<file path="src/rtl/psr_pkg.sv">
// Shared types and helpers for the status/exception sequencer.
// Assumes mode codes fit in 3 bits; code 7 is unused.
package psr_pkg;

    localparam int NUM_BANKS = 5;
    localparam int NUM_EXC   = 6;

    typedef enum logic [2:0] {
        MODE_USR = 3'd0,
        MODE_FIQ = 3'd1,
        MODE_IRQ = 3'd2,
        MODE_SVC = 3'd3,
        MODE_ABT = 3'd4,
        MODE_UND = 3'd5,
        MODE_SYS = 3'd6
    } psr_mode_e;

    // Exception index doubles as priority rank (0 = highest)
    localparam int EXC_DABT = 0;
    localparam int EXC_PABT = 1;
    localparam int EXC_FIQ  = 2;
    localparam int EXC_IRQ  = 3;
    localparam int EXC_UND  = 4;
    localparam int EXC_SWI  = 5;

    typedef struct packed {
        logic [3:0] nzcv;
        logic       irq_off;
        logic       fiq_off;
        logic       thumb;
        logic [2:0] mode;
    } psr_t;

    function automatic logic [31:0] psr_pack(psr_t p);
        logic [31:0] w;
        w        = '0;
        w[31:28] = p.nzcv;
        w[7]     = p.irq_off;
        w[6]     = p.fiq_off;
        w[5]     = p.thumb;
        w[2:0]   = p.mode;
        return w;
    endfunction

    function automatic psr_t psr_unpack(logic [31:0] w);
        psr_t p;
        p.nzcv    = w[31:28];
        p.irq_off = w[7];
        p.fiq_off = w[6];
        p.thumb   = w[5];
        p.mode    = w[2:0];
        return p;
    endfunction

    // One-hot saved-slot select; zero for modes without a slot
    function automatic logic [NUM_BANKS-1:0] mode_bank_oh(logic [2:0] m);
        logic [NUM_BANKS-1:0] oh;
        case (m)
            MODE_FIQ: oh = 5'b00001;
            MODE_IRQ: oh = 5'b00010;
            MODE_SVC: oh = 5'b00100;
            MODE_ABT: oh = 5'b01000;
            MODE_UND: oh = 5'b10000;
            default:  oh = '0;
        endcase
        return oh;
    endfunction

    function automatic logic [7:0] exc_offset(logic [2:0] idx);
        logic [7:0] off;
        case (idx)
            3'd0:    off = 8'h10;
            3'd1:    off = 8'h0C;
            3'd2:    off = 8'h1C;
            3'd3:    off = 8'h18;
            3'd4:    off = 8'h04;
            default: off = 8'h08;
        endcase
        return off;
    endfunction

    function automatic logic [2:0] exc_mode(logic [2:0] idx);
        logic [2:0] m;
        case (idx)
            3'd0, 3'd1: m = MODE_ABT;
            3'd2:       m = MODE_FIQ;
            3'd3:       m = MODE_IRQ;
            3'd4:       m = MODE_UND;
            default:    m = MODE_SVC;
        endcase
        return m;
    endfunction

endpackage

</file>
<file path="src/rtl/psr_exc_arbiter.sv">
// Picks the highest-ranked unmasked exception request and derives its
// target mode and vector address. Purely combinational.
// Assumes VEC_BASE is word aligned.
module psr_exc_arbiter
    import psr_pkg::*;
#(
    parameter int              ADDR_W   = 32,
    parameter logic [ADDR_W-1:0] VEC_BASE = '0
) (
    input  logic [NUM_EXC-1:0] req_i,
    input  logic               irq_off_i,
    input  logic               fiq_off_i,
    output logic               take_o,
    output logic               fiq_sel_o,
    output logic [2:0]         mode_o,
    output logic [ADDR_W-1:0]  vector_o
);

    logic [NUM_EXC-1:0] eff;
    logic [2:0]         sel;

    // Gate the maskable requests
    always_comb begin
        eff          = req_i;
        eff[EXC_FIQ] = req_i[EXC_FIQ] & ~fiq_off_i;
        eff[EXC_IRQ] = req_i[EXC_IRQ] & ~irq_off_i;
    end

    // Fixed priority: the lowest index present wins
    always_comb begin
        take_o = 1'b0;
        sel    = 3'd0;
        for (int i = NUM_EXC - 1; i >= 0; i--) begin
            if (eff[i]) begin
                take_o = 1'b1;
                sel    = 3'(i);
            end
        end
    end

    // Decode the winner
    always_comb begin
        fiq_sel_o = take_o && (sel == 3'(EXC_FIQ));
        mode_o    = exc_mode(sel);
        vector_o  = VEC_BASE + ADDR_W'(exc_offset(sel));
    end

endmodule

</file>
<file path="src/rtl/psr_bank.sv">
// Saved status words, one per exception mode. Entry saves have priority
// over software writes; the read port follows the current mode and
// returns zero when that mode has no slot.
// Assumes the caller suppresses writes in entry and return cycles.
module psr_bank
    import psr_pkg::*;
(
    input  logic       clk,
    input  logic       rst_n,
    input  logic [2:0] cur_mode_i,
    input  logic       wr_en_i,
    input  psr_t       wr_word_i,
    input  logic       save_en_i,
    input  logic [2:0] save_mode_i,
    input  psr_t       save_word_i,
    output psr_t       rd_word_o,
    output logic       rd_valid_o
);

    logic [NUM_BANKS-1:0] cur_oh;
    logic [NUM_BANKS-1:0] save_oh;
    psr_t                 slot_q [NUM_BANKS];

    // Slot selects for the current and the target mode
    always_comb begin
        cur_oh  = mode_bank_oh(cur_mode_i);
        save_oh = mode_bank_oh(save_mode_i);
    end

    for (genvar b = 0; b < NUM_BANKS; b++) begin : g_slot
        // Hold one saved word; entry save beats a software write
        always_ff @(posedge clk) begin
            if (!rst_n) begin
                slot_q[b] <= '0;
            end else if (save_en_i && save_oh[b]) begin
                slot_q[b] <= save_word_i;
            end else if (wr_en_i && cur_oh[b]) begin
                slot_q[b] <= wr_word_i;
            end
        end
    end

    // Read mux for the current mode's slot
    always_comb begin
        rd_word_o = '0;
        for (int b = 0; b < NUM_BANKS; b++) begin
            if (cur_oh[b]) rd_word_o = rd_word_o | slot_q[b];
        end
        rd_valid_o = |cur_oh;
    end

endmodule

</file>
<file path="src/rtl/psr_exc_ctrl.sv">
// Status word and exception sequencer top. Ranks exception entry,
// return, state-changing branch and flag update each cycle, updates the
// live status word and emits a registered next-PC and link request.
// Assumes the core holds a request only as long as it needs service.
module psr_exc_ctrl
    import psr_pkg::*;
#(
    parameter int                ADDR_W   = 32,
    parameter logic [ADDR_W-1:0] VEC_BASE = '0
) (
    input  logic              clk,
    input  logic              rst_n,
    input  logic              dabt_req_i,
    input  logic              pabt_req_i,
    input  logic              fiq_req_i,
    input  logic              irq_req_i,
    input  logic              und_req_i,
    input  logic              swi_req_i,
    input  logic [ADDR_W-1:0] ret_addr_i,
    input  logic              ret_strobe_i,
    input  logic [ADDR_W-1:0] ret_target_i,
    input  logic              bx_strobe_i,
    input  logic [ADDR_W-1:0] bx_target_i,
    input  logic              flag_we_i,
    input  logic [3:0]        flag_i,
    input  logic              spsr_we_i,
    input  logic [31:0]       spsr_wdata_i,
    output logic [31:0]       spsr_rdata_o,
    output logic [2:0]        mode_o,
    output logic              thumb_o,
    output logic [3:0]        flags_o,
    output logic              irq_mask_o,
    output logic              fiq_mask_o,
    output logic              pc_load_o,
    output logic [ADDR_W-1:0] pc_next_o,
    output logic              link_we_o,
    output logic [ADDR_W-1:0] link_addr_o
);

    localparam psr_t RESET_PSR = '{nzcv: 4'h0, irq_off: 1'b1, fiq_off: 1'b1,
                                   thumb: 1'b0, mode: MODE_SVC};

    psr_t               cpsr_q, cpsr_d;
    logic [NUM_EXC-1:0] req;
    logic               take, fiq_sel;
    logic [2:0]         tgt_mode;
    logic [ADDR_W-1:0]  vector;
    psr_t               saved_word;
    logic               saved_valid;
    logic               ret_ok, bx_ok, flag_ok, wr_ok;
    logic [ADDR_W-1:0]  pc_d;
    logic               pc_load_d;
    logic [ADDR_W-1:0]  pc_q, link_q;
    logic               pc_load_q, link_we_q;

    // Collect requests in rank order
    always_comb begin
        req           = '0;
        req[EXC_DABT] = dabt_req_i;
        req[EXC_PABT] = pabt_req_i;
        req[EXC_FIQ]  = fiq_req_i;
        req[EXC_IRQ]  = irq_req_i;
        req[EXC_UND]  = und_req_i;
        req[EXC_SWI]  = swi_req_i;
    end

    psr_exc_arbiter #(
        .ADDR_W   (ADDR_W),
        .VEC_BASE (VEC_BASE)
    ) arb_i (
        .req_i     (req),
        .irq_off_i (cpsr_q.irq_off),
        .fiq_off_i (cpsr_q.fiq_off),
        .take_o    (take),
        .fiq_sel_o (fiq_sel),
        .mode_o    (tgt_mode),
        .vector_o  (vector)
    );

    psr_bank bank_i (
        .clk         (clk),
        .rst_n       (rst_n),
        .cur_mode_i  (cpsr_q.mode),
        .wr_en_i     (wr_ok),
        .wr_word_i   (psr_unpack(spsr_wdata_i)),
        .save_en_i   (take),
        .save_mode_i (tgt_mode),
        .save_word_i (cpsr_q),
        .rd_word_o   (saved_word),
        .rd_valid_o  (saved_valid)
    );

    // Rank the competing actions of this cycle
    always_comb begin
        ret_ok  = ret_strobe_i && !take && saved_valid;
        bx_ok   = bx_strobe_i && !take && !ret_ok;
        flag_ok = flag_we_i && !take && !ret_ok;
        wr_ok   = spsr_we_i && !take && !ret_ok;
    end

    // Next live status word
    always_comb begin
        cpsr_d = cpsr_q;
        if (take) begin
            cpsr_d.irq_off = 1'b1;
            cpsr_d.fiq_off = cpsr_q.fiq_off | fiq_sel;
            cpsr_d.thumb   = 1'b0;
            cpsr_d.mode    = tgt_mode;
        end else if (ret_ok) begin
            cpsr_d = saved_word;
        end else begin
            if (bx_ok)   cpsr_d.thumb = bx_target_i[0];
            if (flag_ok) cpsr_d.nzcv  = flag_i;
        end
    end

    // Next fetch address and its load strobe
    always_comb begin
        pc_load_d = take || ret_ok || bx_ok;
        pc_d      = pc_q;
        if (take) begin
            pc_d = vector;
        end else if (ret_ok) begin
            pc_d = saved_word.thumb ? {ret_target_i[ADDR_W-1:1], 1'b0}
                                    : {ret_target_i[ADDR_W-1:2], 2'b00};
        end else if (bx_ok) begin
            pc_d = {bx_target_i[ADDR_W-1:1], 1'b0};
        end
    end

    // Live status word register
    always_ff @(posedge clk) begin
        if (!rst_n) cpsr_q <= RESET_PSR;
        else        cpsr_q <= cpsr_d;
    end

    // Fetch redirect and link request registers
    always_ff @(posedge clk) begin
        if (!rst_n) begin
            pc_q      <= '0;
            pc_load_q <= 1'b0;
            link_we_q <= 1'b0;
            link_q    <= '0;
        end else begin
            pc_q      <= pc_d;
            pc_load_q <= pc_load_d;
            link_we_q <= take;
            if (take) link_q <= ret_addr_i;
        end
    end

    // Drive the ports from the registers
    always_comb begin
        mode_o       = cpsr_q.mode;
        thumb_o      = cpsr_q.thumb;
        flags_o      = cpsr_q.nzcv;
        irq_mask_o   = cpsr_q.irq_off;
        fiq_mask_o   = cpsr_q.fiq_off;
        pc_load_o    = pc_load_q;
        pc_next_o    = pc_q;
        link_we_o    = link_we_q;
        link_addr_o  = link_q;
        spsr_rdata_o = psr_pack(saved_word);
    end

endmodule

</file>
<file path="config.mk">
export PLATFORM = sky130hd
export DESIGN_NAME = psr_exc_ctrl
export DESIGN_NICKNAME = d
export VERILOG_FILES = /design/src/rtl/psr_pkg.sv /design/src/rtl/psr_exc_arbiter.sv /design/src/rtl/psr_bank.sv /design/src/rtl/psr_exc_ctrl.sv
export SDC_FILE = /design/constraint.sdc
export NUM_CORES = 1
export LEC_CHECK = 0
export BUFFER_PORTS_ARGS = -buffer_cell sky130_fd_sc_hd__buf_2
export CAP_MARGIN = 20
export CORE_AREA = 2 2 142 171
export CTS_CLUSTER_SIZE = 24
export DETAILED_ROUTE_END_ITERATION = 6
export DIE_AREA = 0 0 144 173
export PLACE_DENSITY = 0.54
export SETUP_SLACK_MARGIN = 0.3
export SLEW_MARGIN = 5
export SYNTH_ARGS = -nofsm -noshare
export SYNTH_HDL_FRONTEND = slang
export SYNTH_HIERARCHICAL = 1
export SYNTH_SLANG_ARGS = --single-unit
</file>
<file path="constraint.sdc">
create_clock -name clk -period 7.2 [get_ports clk]
set_clock_uncertainty 0.15 [all_clocks]
set_input_delay 1.08 -clock clk [delete_from_list [all_inputs] [get_ports clk]]
set_output_delay 1.08 -clock clk [all_outputs]
set_load 0.01 [all_outputs]
</file>
==> results.cfg, run 1 <==
[status]
outcome = complete, no violations

[floorplanning]
die_height_um = 173
ios = 252
num_rows = 61
start_util = 0.2967
die-area_mm2 = 0.02491
die_w_um = 144
core_area_mm2 = 0.02313

[place]
gp_congestion = 0.7529
port_buffers = 206
hpwlAfterDp_um = 14030

[worst_setup_path]
regToRegStartpoint = mode_o[2]$_SDFFE_PN0P_
worst_r2r_path_depth = 7
cp-start-kind = register
regToRegSetupSlack_ns = 2.92
path_class = reg -> reg
crit_arrival_ns = 4.09
reg2reg_to = bank_i/slot_q[2][1]$_DFFE_PP_
crit_path_max_fanout = 21
end_kind = register
critPathRequiredTime_ns = 7.01

[hold_path]
hold_class = reg -> reg
hold-path-endpoint = pc_next_o[26]$_SDFFE_PN0P_
holdPathStages = 2
min-delay-start = pc_next_o[26]$_SDFFE_PN0P_

[global_route]
grt_pass1_vias = 5488
grt_pass1_wl_um = 31800
grt_use_total = 0.1667
grt.overflow.total = 0
grt_max_degree = 58
antenna_found_initial = 1

[power_and_ir_drop]
p_int_uw = 1470
powerDensity_mw_per_mm2 = 231.3
comb_power_share = 0.130
p_sw_uw = 495.1
power_frac_seq = 0.407
p_sw_frac = 0.2519
leakage_uw = 0.003956
clkPwrFrac = 0.463
ir_drop_mv = 0.1603

[layout]
nFillCells = 2401
drive_gt1_frac = 0.3122
num-nets-final = 1032
utilization = 0.3674
area_growth_pct = 23.81

[job]
drv_cap = 0

[clock_network]
ctsHoldBuffers = 0
htree_levels = 4
clock_path_buffers = 2
clockRootBuffer = clkbuf_16
cts_tree = done
clk_pin_slew_ns = 0.06
clock_sinks = 126
clock_latency_ns = 0.42
cts_setup_buffers = 0
cts_resized = 0
cts_made_buffers = 17

[timing]
rsz0062_at_grt = no
period_minus_slack_ns = 4.280
finalHoldViolations = 0
fin_tns_setup_ns = 0
slew_headroom = 0.3606
worstMarginPinSlew_ns = 0.9571
final.period_utilization = 0.5944
max_clock_freq_ghz = 0.2337
drv_slew = 0
setup_viol = 0

[synth]
synth-main-ff-cell = dfxtp_1
synthArstFlopShare = 0
synth_cell_type_count = 48
yosys_warnings = 6
synthTopCellsByArea = dfxtp_1 22%, edfxtp_1 22%, mux2i_1 6.6%, buf_4 6.3%, o2bb2ai_1 3.7%
synth_top_area_frac = 0.2217
netlist.top_cell.by_area = dfxtp_1
synthTopCellsByCount = 76 x dfxtp_1, 64 x nand2_1, 62 x nor2_1
ys_seq_elements = 126
ys_seq_area_frac = 0.4406
synth.most_common_cell = dfxtp_1
synthCells = 713
syn_area_mm2 = 0.006862
avgSynthCellArea_um2 = 9.624
synth-edff-count = 50

[drt]
drt_iter0_markers = 333
drt_pre_antenna_iters = 5
num_vias = 5765
drt_wl_total_um = 20760
drtAntennaViolNets = 0
wl_per_cell_um = 17.07
vias_per_cell = 4.741
remaining_drc_errors = 0
## cell usage in the layout (no fill, tap or decap), types with 5 or more instances in the layout
| master | n |
|---|---|
| a211oi_1 | 13 |
| a21o_1 | 11 |
| a21oi_1 | 14 |
| a31oi_1 | 5 |
| buf_2 | 206 |
| buf_4 | 13 |
| clkbuf_16 | 18 |
| conb_1 | 51 |
| dfxtp_1 | 76 |
| edfxtp_1 | 50 |
| mux2_1 | 8 |
| mux2i_1 | 45 |
| nand2_1 | 64 |
| nand2b_1 | 8 |
| nand3_1 | 7 |
| nor2_1 | 62 |
| nor2b_1 | 35 |
| nor3_1 | 36 |
| nor3_2 | 5 |
| o21ai_0 | 8 |
| o21ai_1 | 6 |
| o22ai_1 | 38 |
| o22ai_2 | 12 |
| o2bb2ai_1 | 29 |
| o31ai_1 | 26 |
## cell families after synthesis
| kind of cell | after synthesis | synth area share |
|---|---|---|
| AND/OR/NAND/NOR | 242 | 0.1798 |
| AO/OA/AOI/OAI | 172 | 0.1867 |
| flip-flops | 126 | 0.4406 |
| buffers and inverters | 115 | 0.1081 |
| multiplexers | 56 | 0.08370 |
| other | 2 | 0.001094 |
## routing by layer
metal  part of all wire  routed length (um)  global-route usage  up-vias
met4              0.012                 257             0.04779        0
li1                   -                   -                   -     2853
met1               0.43                8887              0.2106     2693
met2               0.48               10020              0.2800      204
met3              0.077                1588             0.04154       15
met5                  0                   0                   0        -
## power by group through the flow
stage               Clock (uW)  Combinational, uW  Sequential [uW]
CTS                        931                260              800
global placement             0                257              813
detailed placement           0                259              815
finish                     910                256              799
floorplan                    0                163              824
global route               959                284              804
## sequential cells by signal, indices dropped and copies added, names as in the netlist
signal	cells
pc_next_o	32
link_addr_o	32
pc_load_o	1
fiq_mask_o	1
thumb_o	1
bank_i/slot_q	50
flags_o	4
link_we_o	1
irq_mask_o	1
mode_o	3
## how the worst max path moves through the flow
stage | to | from | cells past startpoint
floorplan | bank_i/slot_q[3][0]$_DFFE_PP_ | fiq_req_i | 11
global placement | bank_i/slot_q[2][6]$_DFFE_PP_ | fiq_req_i | 9
detailed placement | bank_i/slot_q[2][4]$_DFFE_PP_ | fiq_req_i | 9
CTS | bank_i/slot_q[2][1]$_DFFE_PP_ | mode_o[2]$_SDFFE_PN0P_ | 7
global route | bank_i/slot_q[2][1]$_DFFE_PP_ | mode_o[2]$_SDFFE_PN0P_ | 7
finish | bank_i/slot_q[2][1]$_DFFE_PP_ | mode_o[2]$_SDFFE_PN0P_ | 7
## final cells by class
class / instances / area, um2 / area share
tap: 315 / 394.1 / 0.04639
multi-input combinational: 521 / 3293 / 0.3876
clock inverter: 9 / 130.1 / 0.01532
timing repair buffer: 220 / 1156 / 0.1361
antenna: 1 / 2.502 / 0.0002946
clock buffer: 22 / 489.2 / 0.05758
sequential: 126 / 3023 / 0.3558
inverter: 2 / 7.507 / 0.0008837
## critical path, cell delays in order (launching register included)
cell	delay, ns
dfxtp_1	0.83
nor3_1	0.09
a21oi_1	0.44
nand2_1	0.57
and3_1	0.43
nand2_2	0.10
nand4bb_1	0.54
nand3_1	0.68
## metrics by stage
step                      setup WS [ns]  total power, uW  instance area, um2  instances  hold WS, ns
after CTS                         2.970             1990                8493       1215       0.3428
after floorplan                   3.522            986.2                7046        762       0.3654
after global routing              2.660             2047                8493       1215       0.3672
final                             2.920             1965                8496       1216       0.3402
after detailed placement          2.774             1073                7874       1184       0.3351
after global placement            2.842             1070                7846       1183       0.3321
No activity file was read; power rests on OpenSTA's default activity.
==> run 2, diff against run 1 <==
ABC_AREA = 1   (was not set)
CORE_AREA = 2 2 142 172   (was 2 2 142 171)
DIE_AREA = 0 0 144 174   (was 0 0 144 173)
clock period = 4 ns   (was 7.2 ns; I/O delays follow)
==> run 2 against run 1 <==
Fmax rose by 43%. Global-route usage is 0.82 points higher. First-iteration DRC count increased by 66%. Routed wire length grew 3.1%. Clock power is 71% higher. Sequential share of layout area fell by 0.25 points. Non-clock buffer count rose by 2. Critical endpoint unchanged. Cell area rose by 0.72%. Worst hold slack worse by 0.093 ns. Highest routed layer is now met5. Largest cell class unchanged. Register-to-register slack worse by 1.9 ns.
==> results.cfg, run 2 <==
[worst_setup_path]
end_kind = register
path_class = reg -> reg
cp-start-kind = register
crit_arrival_ns = 2.92
crit_path_max_fanout = 19
critPathRequiredTime_ns = 3.93

[floorplanning]
die_height_um = 174
ios = 252
start_util = 0.2947
core_area_mm2 = 0.02351
num_rows = 62
die_w_um = 144
die-area_mm2 = 0.02506

[power_and_ir_drop]
clkPwrFrac = 0.453
p_int_uw = 2509
comb_power_share = 0.128
powerDensity_mw_per_mm2 = 402.9
power_frac_seq = 0.418
p_sw_frac = 0.2722
leakage_uw = 0.004357
ir_drop_mv = 0.2765
p_sw_uw = 938.3

[layout]
final_cell_area_mm2 = 0.008557
num-nets-final = 1234
multi_input_area_mm2 = 0.003118
area_growth_pct = 23.51
diodes = 0
most-common-layout-cells = 267 x nand2_1, 206 x buf_2, 93 x nand3_1, 76 x dfxtp_1, 74 x nor2_1
largest_register_ffs = 50
utilization = 0.3640
final_common_cell = nand2_1
seqCellArea_mm2 = 0.003023
largest-register = bank_i/slot_q
nFillCells = 2551
drive_gt1_frac = 0.2675

[place]
post_dp_cell_area_mm2 = 0.007958
port_buffers = 206
gp_congestion = 0.8330
hpwlAfterDp_um = 15610

[synth]
synth-main-ff-cell = dfxtp_1
ys_seq_elements = 126
synth-edff-count = 50
netlist.top_cell.by_area = dfxtp_1
ys_seq_area_frac = 0.4363
yosys_warnings = 6
synthTopCellsByArea = dfxtp_1 22%, edfxtp_1 22%, nand2_1 15%, nand3_1 6.7%, buf_4 6.5%
synth_cell_type_count = 35
syn_area_mm2 = 0.006928
avgSynthCellArea_um2 = 7.749
synthArstFlopShare = 0
synthTopCellsByCount = 268 x nand2_1, 93 x nand3_1, 76 x dfxtp_1
synth_top_area_frac = 0.2196
synth.most_common_cell = nand2_1
synthCells = 894

[global_route]
grt_use_total = 0.1748
grt_max_degree = 50
grt_pass1_vias = 6115
grt.overflow.total = 0
antenna_found_initial = 2
grt_pass1_wl_um = 33820

[drt]
drtAntennaViolNets = 0
num_vias = 6344
drt_pre_antenna_iters = 5
remaining_drc_errors = 0
vias_per_cell = 4.458
drt_iter0_markers = 553
drt_wl_total_um = 21410
wl_per_cell_um = 15.04

[timing]
finalHoldViolations = 0
max_clock_freq_ghz = 0.3341
final.period_utilization = 0.7483
setup_viol = 0
period_minus_slack_ns = 2.993
drv_slew = 0
fin_tns_setup_ns = 0
worstMarginPinSlew_ns = 0.7926
slew_headroom = 0.4703
rsz0062_at_grt = no

[clock_network]
htree_levels = 4
clock_sinks = 126
cts_resized = 0
clock_latency_ns = 0.42
cts_made_buffers = 17
cts_setup_buffers = 0
clockRootBuffer = clkbuf_16
cts_tree = done
clock_path_buffers = 2
ctsHoldBuffers = 0
clk_pin_slew_ns = 0.06

[status]
outcome = complete, no violations

[hold_path]
hold_class = in -> reg

[job]
drv_cap = 0
## run 2: power by group through the flow
stage               clock, uW  combinational, uW  sequential (uW)
floorplan                   0                261             1490
global placement            0                445             1470
detailed placement          0                446             1470
CTS                      1590                448             1440
global route             1650                496             1450
finish                   1560                442             1440
## run 2: worst max-delay path: stages (launching register included)
cell and delay (ns):
dfxtp_1 0.31, buf_4 0.18, inv_2 0.05, nand2_2 0.09
nand2_1 0.07, nor2_1 0.11, nand2_2 0.27, inv_4 0.23
nand2_4 0.09, nor2_1 0.18, nand2_4 0.17, nor2_4 0.33
nor2_1 0.07, nand2_1 0.33
## run 2: per-stage QoR
stage          power (uW)  cells  worst slack [ns]  hold slack, ns
3_3_place_gp         1913   1391            0.7959          0.2976
6_report             3447   1423             1.007          0.2477
2_1_floorplan        1754    943             1.233          0.3471
4_1_cts              3480   1423             1.004          0.2329
3_5_place_dp         1915   1391            0.8131          0.2975
5_1_grt              3594   1423            0.7905          0.2319
## run 2: path summary, 6_finish.rpt
check                               start                       endpoint  slack, ns  cells past startpoint
max               fiq_mask_o$_SDFFE_PN1P_  bank_i/slot_q[2][1]$_DFFE_PP_       1.01                     13
min                        ret_addr_i[27]   link_addr_o[27]$_SDFFE_PN0P_       0.25                      2
max reg2reg       fiq_mask_o$_SDFFE_PN1P_  bank_i/slot_q[2][1]$_DFFE_PP_       1.01                     13
min reg2reg  link_addr_o[13]$_SDFFE_PN0P_   link_addr_o[13]$_SDFFE_PN0P_       0.31                      1
## run 2: final cells by class
class,count,share of cell area
well taps,320,0.04679
clock inverters,13,0.01448
flip-flops and latches,126,0.3533
multi-input cells,653,0.3644
clock buffers,19,0.05556
repair buffers,222,0.1345
inverters,70,0.03100
## run 2: cells by family (layout without fill, tap and decap cells)
group | after synthesis | in the layout | synth area share
AND/OR/NAND/NOR | 489 | 489 | 0.3204
buffers and inverters | 164 | 324 | 0.1405
flip-flops | 126 | 126 | 0.4363
AO/OA/AOI/OAI | 113 | 113 | 0.1017
other | 2 | 51 | 0.001084
## run 2: per-layer routing
layer / global-route usage / up-vias / share of wire
li1: - / 3235 / -
met1: 0.2126 / 2828 / 0.42
met2: 0.2837 / 224 / 0.47
met3: 0.04242 / 53 / 0.063
met4: 0.09273 / 4 / 0.048
met5: 0 / - / 0.0011
